## src/rtl/win64_pkg.sv

```systemverilog
package win64_pkg;
  localparam int HOST_DW = 32;
  localparam int INR_AW  = 31;
  localparam int INR_DW  = 64;

  localparam int OFF_HI  = 'h00;
  localparam int OFF_LO  = 'h04;
  localparam int OFF_CMD = 'h08;
  localparam int OFF_RST = 'h18;
  localparam int OFF_STS = 'h1C;
  localparam int OFF_IEN = 'h20;

  localparam int STS_BUSY  = 0;
  localparam int STS_TMO   = 1;
  localparam int STS_REJ   = 2;
  localparam int STS_CLASH = 3;
  localparam int STS_ANY   = 31;

  typedef enum logic [1:0] {
    XF_IDLE = 2'd0,
    XF_REQ  = 2'd1,
    XF_RSP  = 2'd2
  } xfer_state_e;
endpackage

```

## src/rtl/win64_rst_sync.sv

```systemverilog
module win64_rst_sync #(
  parameter int STAGES = 2
) (
  input  logic clk,
  input  logic rst_n,
  output logic rst_n_sync
);
  logic [STAGES-1:0] sync_q;
  logic [STAGES-1:0] sync_d;

  always_comb begin
    sync_d = {sync_q[STAGES-2:0], 1'b1};
  end

  always_ff @(posedge clk or negedge rst_n) begin
    if (!rst_n) sync_q <= '0;
    else        sync_q <= sync_d;
  end

  assign rst_n_sync = sync_q[STAGES-1];
endmodule

```

## src/rtl/win64_regs.sv

```systemverilog
module win64_regs
  import win64_pkg::*;
#(
  parameter int HOST_AW = 6
) (
  input  logic               clk,
  input  logic               rst_n,
  input  logic               host_wr,
  input  logic [HOST_AW-1:0] host_addr,
  input  logic [HOST_DW-1:0] host_wdata,
  output logic [HOST_DW-1:0] host_rdata,
  input  logic               busy,
  input  logic               rd_load,
  input  logic [INR_DW-1:0]  rd_data,
  input  logic [HOST_DW-1:0] status_word,
  output logic [INR_DW-1:0]  data64,
  output logic               cmd_fire,
  output logic               cmd_clash,
  output logic               cmd_write,
  output logic [INR_AW-1:0]  cmd_addr,
  output logic               clr_pulse,
  output logic               irq_en
);
  logic [HOST_DW-1:0] hi_q, hi_d, lo_q, lo_d;
  logic               ien_q, ien_d;
  logic               hi_en, lo_en, ien_en;
  logic               hit_hi, hit_lo, hit_cmd, hit_rst, hit_ien;

  always_comb begin
    hit_hi  = host_wr && (host_addr == HOST_AW'(OFF_HI));
    hit_lo  = host_wr && (host_addr == HOST_AW'(OFF_LO));
    hit_cmd = host_wr && (host_addr == HOST_AW'(OFF_CMD));
    hit_rst = host_wr && (host_addr == HOST_AW'(OFF_RST));
    hit_ien = host_wr && (host_addr == HOST_AW'(OFF_IEN));

    cmd_fire  = hit_cmd && !busy;
    cmd_clash = hit_cmd && busy;
    cmd_write = host_wdata[HOST_DW-1];
    cmd_addr  = host_wdata[INR_AW-1:0];
    clr_pulse = hit_rst;

    // host writes take precedence over a completing inner read
    hi_d  = hit_hi ? host_wdata : rd_data[INR_DW-1:HOST_DW];
    lo_d  = hit_lo ? host_wdata : rd_data[HOST_DW-1:0];
    hi_en = hit_hi || rd_load;
    lo_en = hit_lo || rd_load;
    ien_d  = host_wdata[0];
    ien_en = hit_ien;
  end

  always_ff @(posedge clk or negedge rst_n) begin
    if (!rst_n) begin
      hi_q  <= '0;
      lo_q  <= '0;
      ien_q <= 1'b0;
    end else begin
      if (hi_en)  hi_q  <= hi_d;
      if (lo_en)  lo_q  <= lo_d;
      if (ien_en) ien_q <= ien_d;
    end
  end

  always_comb begin
    host_rdata = '0;
    case (host_addr)
      HOST_AW'(OFF_HI):  host_rdata = hi_q;
      HOST_AW'(OFF_LO):  host_rdata = lo_q;
      HOST_AW'(OFF_STS): host_rdata = status_word;
      HOST_AW'(OFF_IEN): host_rdata = {{(HOST_DW-1){1'b0}}, ien_q};
      default:           host_rdata = '0;
    endcase
  end

  assign data64 = {hi_q, lo_q};
  assign irq_en = ien_q;
endmodule

```

## src/rtl/win64_xfer.sv

```systemverilog
module win64_xfer
  import win64_pkg::*;
#(
  parameter int TIMEOUT_CYCLES = 1024
) (
  input  logic              clk,
  input  logic              rst_n,
  input  logic              start,
  input  logic              start_write,
  input  logic [INR_AW-1:0] start_addr,
  input  logic [INR_DW-1:0] start_wdata,
  output logic              req_valid,
  input  logic              req_ready,
  output logic              req_write,
  output logic [INR_AW-1:0] req_addr,
  output logic [INR_DW-1:0] req_wdata,
  input  logic              rsp_valid,
  input  logic [INR_DW-1:0] rsp_data,
  input  logic              rsp_err,
  output logic              busy,
  output logic              rd_load,
  output logic [INR_DW-1:0] rd_data,
  output logic              ev_timeout,
  output logic              ev_reject
);
  localparam int CW = $clog2(TIMEOUT_CYCLES + 2);
  localparam logic [CW-1:0] LAST = CW'(TIMEOUT_CYCLES - 1);

  xfer_state_e       st_q, st_d;
  logic [CW-1:0]     cnt_q, cnt_d;
  logic              wr_q;
  logic [INR_AW-1:0] addr_q;
  logic [INR_DW-1:0] wdata_q;
  logic              ld_en;

  always_comb begin
    st_d       = st_q;
    cnt_d      = cnt_q;
    ld_en      = 1'b0;
    ev_timeout = 1'b0;
    ev_reject  = 1'b0;
    rd_load    = 1'b0;
    case (st_q)
      XF_IDLE: begin
        if (start) begin
          st_d  = XF_REQ;
          cnt_d = '0;
          ld_en = 1'b1;
        end
      end
      XF_REQ: begin
        if (req_ready) begin
          st_d  = XF_RSP;
          cnt_d = cnt_q + 1'b1;
        end else if (cnt_q >= LAST) begin
          st_d       = XF_IDLE;
          ev_timeout = 1'b1;
        end else begin
          cnt_d = cnt_q + 1'b1;
        end
      end
      XF_RSP: begin
        if (rsp_valid) begin
          st_d = XF_IDLE;
          if (rsp_err)      ev_reject = 1'b1;
          else if (!wr_q)   rd_load   = 1'b1;
        end else if (cnt_q >= LAST) begin
          st_d       = XF_IDLE;
          ev_timeout = 1'b1;
        end else begin
          cnt_d = cnt_q + 1'b1;
        end
      end
      default: st_d = XF_IDLE;
    endcase
  end

  always_ff @(posedge clk or negedge rst_n) begin
    if (!rst_n) begin
      st_q    <= XF_IDLE;
      cnt_q   <= '0;
      wr_q    <= 1'b0;
      addr_q  <= '0;
      wdata_q <= '0;
    end else begin
      st_q  <= st_d;
      cnt_q <= cnt_d;
      if (ld_en) begin
        wr_q    <= start_write;
        addr_q  <= start_addr;
        wdata_q <= start_wdata;
      end
    end
  end

  assign req_valid = (st_q == XF_REQ);
  assign req_write = wr_q;
  assign req_addr  = addr_q;
  assign req_wdata = wdata_q;
  assign busy      = (st_q != XF_IDLE);
  assign rd_data   = rsp_data;
endmodule

```

## src/rtl/win64_err.sv

```systemverilog
module win64_err
  import win64_pkg::*;
(
  input  logic               clk,
  input  logic               rst_n,
  input  logic               ev_timeout,
  input  logic               ev_reject,
  input  logic               ev_clash,
  input  logic               clear,
  input  logic               busy,
  output logic [HOST_DW-1:0] status_word
);
  logic [2:0] cause_q, cause_d;
  logic       cause_en;

  always_comb begin
    // a clear and a new event in the same cycle: the event is kept
    cause_d  = clear ? 3'b000 : cause_q;
    cause_d  = cause_d | {ev_clash, ev_reject, ev_timeout};
    cause_en = clear || ev_clash || ev_reject || ev_timeout;
  end

  always_ff @(posedge clk or negedge rst_n) begin
    if (!rst_n)        cause_q <= '0;
    else if (cause_en) cause_q <= cause_d;
  end

  always_comb begin
    status_word            = '0;
    status_word[STS_BUSY]  = busy;
    status_word[STS_TMO]   = cause_q[0];
    status_word[STS_REJ]   = cause_q[1];
    status_word[STS_CLASH] = cause_q[2];
    status_word[STS_ANY]   = |cause_q;
  end
endmodule

```

## src/rtl/win64_bridge.sv

```systemverilog
module win64_bridge
  import win64_pkg::*;
#(
  parameter int HOST_AW        = 6,
  parameter int TIMEOUT_CYCLES = 1024
) (
  input  logic               clk,
  input  logic               rst_n,
  input  logic               host_wr,
  input  logic [HOST_AW-1:0] host_addr,
  input  logic [31:0]        host_wdata,
  output logic [31:0]        host_rdata,
  output logic               inr_req_valid,
  input  logic               inr_req_ready,
  output logic               inr_req_write,
  output logic [30:0]        inr_req_addr,
  output logic [63:0]        inr_req_wdata,
  input  logic               inr_rsp_valid,
  input  logic [63:0]        inr_rsp_data,
  input  logic               inr_rsp_err,
  output logic               irq
);
  logic              rst_n_s;
  logic              busy;
  logic              rd_load;
  logic [INR_DW-1:0] rd_data;
  logic [31:0]       status_word;
  logic [INR_DW-1:0] data64;
  logic              cmd_fire, cmd_clash, cmd_write, clr_pulse, irq_en;
  logic [INR_AW-1:0] cmd_addr;
  logic              ev_timeout, ev_reject;

  win64_rst_sync #(.STAGES(2)) rst_i (
    .clk(clk), .rst_n(rst_n), .rst_n_sync(rst_n_s)
  );

  win64_regs #(.HOST_AW(HOST_AW)) regs_i (
    .clk(clk), .rst_n(rst_n_s),
    .host_wr(host_wr), .host_addr(host_addr), .host_wdata(host_wdata),
    .host_rdata(host_rdata),
    .busy(busy), .rd_load(rd_load), .rd_data(rd_data),
    .status_word(status_word), .data64(data64),
    .cmd_fire(cmd_fire), .cmd_clash(cmd_clash), .cmd_write(cmd_write),
    .cmd_addr(cmd_addr), .clr_pulse(clr_pulse), .irq_en(irq_en)
  );

  win64_xfer #(.TIMEOUT_CYCLES(TIMEOUT_CYCLES)) xfer_i (
    .clk(clk), .rst_n(rst_n_s),
    .start(cmd_fire), .start_write(cmd_write), .start_addr(cmd_addr),
    .start_wdata(data64),
    .req_valid(inr_req_valid), .req_ready(inr_req_ready),
    .req_write(inr_req_write), .req_addr(inr_req_addr),
    .req_wdata(inr_req_wdata),
    .rsp_valid(inr_rsp_valid), .rsp_data(inr_rsp_data), .rsp_err(inr_rsp_err),
    .busy(busy), .rd_load(rd_load), .rd_data(rd_data),
    .ev_timeout(ev_timeout), .ev_reject(ev_reject)
  );

  win64_err err_i (
    .clk(clk), .rst_n(rst_n_s),
    .ev_timeout(ev_timeout), .ev_reject(ev_reject), .ev_clash(cmd_clash),
    .clear(clr_pulse), .busy(busy), .status_word(status_word)
  );

  assign irq = status_word[STS_ANY] && irq_en;
endmodule

```

## config.mk

```make
export PLATFORM = sky130hd
export DESIGN_NAME = win64_bridge
export DESIGN_NICKNAME = d
export VERILOG_FILES = /design/src/rtl/win64_pkg.sv /design/src/rtl/win64_rst_sync.sv /design/src/rtl/win64_regs.sv /design/src/rtl/win64_xfer.sv /design/src/rtl/win64_err.sv /design/src/rtl/win64_bridge.sv
export SDC_FILE = /design/constraint.sdc
export NUM_CORES = 1
export LEC_CHECK = 0
export CORE_MARGIN = 8
export CORE_UTILIZATION = 50
export CTS_CLUSTER_DIAMETER = 50
export DETAILED_ROUTE_END_ITERATION = 10
export MAX_ROUTING_LAYER = met4
export PLACE_DENSITY = 0.81
export SLEW_MARGIN = 40
export SYNTH_ARGS = -nofsm -noshare
export SYNTH_HDL_FRONTEND = slang
export SYNTH_HIERARCHICAL = 1
export SYNTH_SLANG_ARGS = --single-unit
```

## constraint.sdc

```tcl
create_clock -name clk -period 6.7 [get_ports clk]
set_clock_uncertainty 0.05 [all_clocks]
set_input_delay 1.005 -clock clk [delete_from_list [all_inputs] [get_ports clk]]
set_output_delay 1.005 -clock clk [all_outputs]
set_load 0.01 [all_outputs]
```

==> results of run 1 <==
## cells by family (layout without fill, tap and decap cells)
family | Yosys count | count (layout) | synth area share [%]
multiplexers | 257 | 257 | 30.5
flip-flops | 179 | 179 | 45.9
buffers and inverters | 171 | 290 | 12.3
AO/OA/AOI/OAI | 78 | 78 | 6.31
AND/OR/NAND/NOR | 64 | 64 | 4.37
adder cells (fa/ha/maj) | 5 | 5 | 0.640
other | 2 | 28 | 0.0769
## synthesized netlist by cell type, types with 2 or more instances
cell,n
o21ai_0,7
nor2b_1,2
buf_4,127
o21a_1,2
o221ai_1,2
a21o_1,2
a211oi_1,3
nand3_4,2
clkbuf_1,4
nand2_1,13
a41oi_1,2
mux2_2,194
a31oi_1,5
nand3_1,3
o22a_1,2
inv_1,10
and4_1,3
conb_1,2
or3_1,3
buf_1,5
buf_6,8
a21oi_1,6
dfrtp_1,179
o2bb2ai_1,31
nand2b_1,4
nor3_1,4
buf_2,17
mux2i_1,31
and3_1,8
mux2_4,32
and2_1,3
nor2_1,4
o22ai_1,2
o21ai_1,2
nand4_1,3
ha_1,5
## cell type report
type                    count  area share, %
multi-input cells         432           34.7
inverters                  10          0.309
flip-flops and latches    179           36.9
repair buffers            249           20.6
clock inverters            12           1.01
clock buffers              19           3.65
well taps                 265           2.73
## sequential cells by signal (all words and copies together), names as in the netlist
signal / count
err_i/cause_q: 3
regs_i/hi_q: 32
regs_i/irq_en: 1
regs_i/lo_q: 32
rst_i/sync_q: 2
xfer_i/cnt_q: 11
xfer_i/req_addr: 31
xfer_i/req_wdata: 64
xfer_i/req_write: 1
xfer_i/st_q: 2
## routing by layer
layer / wire length (um) / GRT usage (%)
met1: 10400 / 24.8
met2: 12300 / 34.4
met3: 1020 / 3.38
met4: 543 / 7.26
met5: 0 / -
## worst max-delay path by stage
stage                       end  slack (ns)
5_1_grt           host_rdata[1]        1.97
6_report          host_rdata[1]        2.07
3_3_place_gp      host_rdata[1]        2.15
3_5_place_dp      host_rdata[1]        2.10
4_1_cts           host_rdata[1]        2.08
2_1_floorplan  err_i/cause_q[0]        1.29
## worst max-delay path: stages
cell,delay [ns]
clkdlybuf4s50_1,0.47
nor3_4,0.41
nand2_1,0.40
buf_4,0.36
o2bb2ai_1,0.30
clkdlybuf4s50_1,0.60
## power groups by stage
stage / Combinational [mW] / Clock (mW) / Sequential, mW
2_1_floorplan: 0.735 / 0 / 1.56
3_5_place_dp: 1.15 / 0 / 1.56
3_3_place_gp: 1.12 / 0 / 1.55
6_report: 1.15 / 0.968 / 1.53
4_1_cts: 1.16 / 0.991 / 1.54
5_1_grt: 1.24 / 1.03 / 1.57
==> impl_metrics.toml, run 1 <==
[placed_design]
placed_cell_area_um2 = 11600
portBuffers = 237
dp_hpwl_mm = 17.2
pre_cts_ws_ns = 2.10
dp_cells = 1135
gp_congestion = 0.905

[power_and_ir_drop]
vdd_drop_max_uv = 184
p_int_mw = 2.57
switching_power_mw = 1.08
power_frac_clock_pct = 26.5
p_leak_nw = 5.57
p_total_mw = 3.65
sw_frac_of_total_pct = 29.6
power_density_nw_per_um2 = 301
comb_power_share_pct = 31.5
p_seq_share_pct = 42.0

[sta]
slew_headroom_pct = 49.4
fin_crit_sh_pct = 69.0
rsz0062_at_grt = "no"
setup_violations = 0
timing.fmax_mhz = 216
tns_ns = 0
report.final.slew_viol_count = 0
max_slew.worst_pin.slew_ns = 0.759
worst_slack_ns = 2.07
period_needed_ns = 4.63
holdWs_ns = 0.231
finalHoldViolCount = 0

[synthesis]
ys_types = 60
avgSynthCellArea_um2 = 12.9
syn-cell-area_um2 = 9770
synth_edf_count = 0
yosys-top-cells-area = "dfrtp_1 (46%), mux2_2 (22%), buf_4 (9.8%), mux2_4 (4.9%), mux2i_1 (3.2%)"
synthFlopType = "dfrtp_1"
synth_top_cell_by_area = "dfrtp_1"
yosysSeqAreaShare_pct = 45.9
ys_warn_count = 6
synth-seq-cells = 179
synthArstFlopShare_pct = 100
synth_top_area_share_pct = 45.9
syn_inst = 756

[floorplanning]
start_util_pct = 50.5
chipWidth_um = 156
io_pins = 238
die_area_um2 = 24300
dieHeight_um = 156
design.core.area_um2 = 19300
rows = 51

[clocking]
clk_pin_slew_ns = 0.07
cts_made_buffers = 17
cts_buffer_depth = 2
htree_num_levels = 4
cts.sinks = 179
ctsRootBufferMaster = "clkbuf_16"
clock_latency_ns = 0.42
post_cts_buffers = 0
cts_resized = 0
cts_tree = "done"
ctsHoldBuffers = 0

[outcome]
outcome = "finished clean"

[drt]
wire_per_inst_um = 20.7
drc = 0
drt_iter0_drc = 306
routed_wl_mm = 24.2
via_per_inst = 5.26
vias = 6135
drtAntennaViolNets = 0
dr.pass1.iters = 4

[setup_path]
critPathArrivalTime_ns = 3.57
startpoint = "host_addr[1]"
worstReg2RegEnd = "xfer_i/req_wdata[3]"
rrSetupSlack_ns = 3.70
ff2ff_path_depth = 7
startpoint_type = "input port"
cp-end-kind = "output port"
path_max_fanout = 19
cp_data_required_time_ns = 5.64
path_class = "in2out"
worstReg2RegStart = "xfer_i/st_q[0]"

[global_routing]
antenna_found_initial = 0
grt_pass1_vias = 6406
grt_pass1_wl_mm = 37.5
grt_overflow_total = 0
grt_max_degree = 71
grt_usage_pct = 20.5

[layout]
multi_input_area_um2 = 4220
seqCellArea_um2 = 4480
layout.nets = 1002
fill_cells = 1511
area_growth_pct = 24.3
fin_util_pct = 62.8
final_area_um2 = 12100
final_cell_mix = "clkdlybuf4s50_1 (236), mux2_2 (194), dfrtp_1 (178)"
mostFrequentLayoutCell = "clkdlybuf4s50_1"
drive_gt1_share_pct = 31.5
fin_cells = 1166
antenna_cells = 0

[min_path]
hold_path_class = "reg2async"

[job]
maxCapViolCount = 0
Power figures use the tool's default switching activity.
==> inputs of run 2 (changes only) <==
- CORE_UTILIZATION: 50 -> 46
- PLACE_DENSITY: 0.81 -> 0.78
- clock period: 6.7 -> 3.9 ns (I/O delays scaled with it)
==> run 2 against run 1 <==
Clock power is 76% higher. Critical endpoint is now host_rdata[2]. Critical path depth stayed put. Cell area hardly changed. Clock-buffer cell count is 1 lower. Largest power group unchanged. Global-route usage is 1.0 points lower. Combinational power is 71% higher. Worst setup slack worse by 1.5 ns. Utilization is 4.8 points lower. Routed wire length is 1.2% higher.
==> impl_metrics.toml, run 2 (synthesis gave the netlist of run 1 again) <==
[outcome]
outcome = "finished clean"

[floorplanning]
start_util_pct = 46.6
dieHeight_um = 162
rows = 53
design.core.area_um2 = 21000
io_pins = 238
die_area_um2 = 26200
chipWidth_um = 162

[layout]
largest_register_ffs = 64
layout.nets = 1002
fin_cells = 1177
fin_util_pct = 58.0
antenna_cells = 0
area_growth_pct = 24.4
drive_gt1_share_pct = 31.7
mostFrequentLayoutCell = "clkdlybuf4s50_1"
final_cell_mix = "clkdlybuf4s50_1 (236), mux2_2 (194), dfrtp_1 (178)"

[setup_path]
path_max_fanout = 10
path_buf_inv = 3
cp_data_required_time_ns = 3.26
crit_path_top_delay_cell = "clkdlybuf4s50_1"
cp_top_family = "buffers and inverters"
worstReg2RegEnd = "xfer_i/cnt_q[8]"
critPathArrivalTime_ns = 2.72
crit_path_max_incr_delay_ns = 0.55
rrSetupSlack_ns = 1.23
cpMostUsedCell = "clkdlybuf4s50_1"
ff2ff_path_depth = 8
path_class = "in2out"
worstReg2RegStart = "xfer_i/st_q[0]"
startpoint_type = "input port"
cp-end-kind = "output port"
crit_chain = "clkdlybuf4s50_1 > nor3_4 > and4_1 > buf_4 > o2bb2ai_1 > clkdlybuf4s50_1"

[sta]
tns_ns = 0
max_slew.worst_pin.slew_ns = 0.679
setup_violations = 0
rsz0062_at_grt = "no"
period_needed_ns = 3.35
slew_headroom_pct = 54.8
report.final.slew_viol_count = 0
finalHoldViolCount = 0
timing.fmax_mhz = 298
fin_crit_sh_pct = 86.0

[global_routing]
grt_pass1_vias = 6601
grt_max_degree = 93
antenna_found_initial = 0
grt_usage_pct = 19.5
grt_overflow_total = 0
grt_pass1_wl_mm = 38.5

[job]
maxCapViolCount = 0

[clocking]
ctsRootBufferMaster = "clkbuf_16"
post_cts_buffers = 0
clock_latency_ns = 0.42
cts_buffer_depth = 2
cts_resized = 0
cts.sinks = 179
clk_pin_slew_ns = 0.07
cts_tree = "done"
ctsHoldBuffers = 0
cts_made_buffers = 17
htree_num_levels = 4

[power_and_ir_drop]
power_density_nw_per_um2 = 519
p_leak_nw = 5.58
vdd_drop_max_uv = 294
p_total_mw = 6.31

[placed_design]
dp_hpwl_mm = 17.7
portBuffers = 237
gp_congestion = 0.843
dp_cells = 1145

[drt]
wire_per_inst_um = 20.8
via_per_inst = 5.21
drc = 0
dr.pass1.iters = 4
drt_iter0_drc = 375
routed_wl_mm = 24.5
drtAntennaViolNets = 0
vias = 6132

[min_path]
hold_path_class = "in2async"
==> run 2: worst max-delay path by stage <==
stage / startpoint / endpoint / slack (ns) / depth (start not counted)
3_5_place_dp: host_wr / xfer_i/cnt_q[8] / 0.52 / 8
5_1_grt: host_addr[1] / host_rdata[2] / 0.44 / 6
3_3_place_gp: host_wr / xfer_i/cnt_q[8] / 0.58 / 8
2_1_floorplan: rst_i/sync_q[1] / err_i/cause_q[0] / 0.89 / 0
6_report: host_addr[1] / host_rdata[2] / 0.55 / 6
4_1_cts: host_addr[1] / host_rdata[2] / 0.55 / 6
==> run 2: where the power goes <==
group / internal (mW) / switching, mW
Combinational: 1.19 / 0.777
Sequential: 2.31 / 0.323
Clock: 0.920 / 0.783
Total: 4.42 / 1.88
==> run 2: cell type report <==
class	instances	area [um^2]
Sequential cell	179	4480
Fill cell	1696	8810
Tap cell	275	344
Timing Repair Buffer	249	2490
Inverter	10	37.5
Clock buffer	18	439
Multi-Input combinational cell	432	4210
Clock inverter	14	141
==> run 2: per-stage QoR <==
step | hold slack [ns] | worst slack, ns | cell area (um^2)
final | 0.262 | 0.547 | 12100
after global routing | 0.249 | 0.435 | 12100
after CTS | 0.245 | 0.553 | 12100
after detailed placement | 0.290 | 0.523 | 11600
after global placement | 0.291 | 0.583 | 11600
after floorplan | 0.239 | 0.894 | 9870
==> run 2: per-layer routing <==
layer  up-vias  GRT usage, %  share of wire [%]
met2       166          32.4                 51
met3        28          4.20                4.4
met5         -             -                  0
li1       2848             -                  -
met4         0          6.44                2.4
met1      3090          23.3                 43
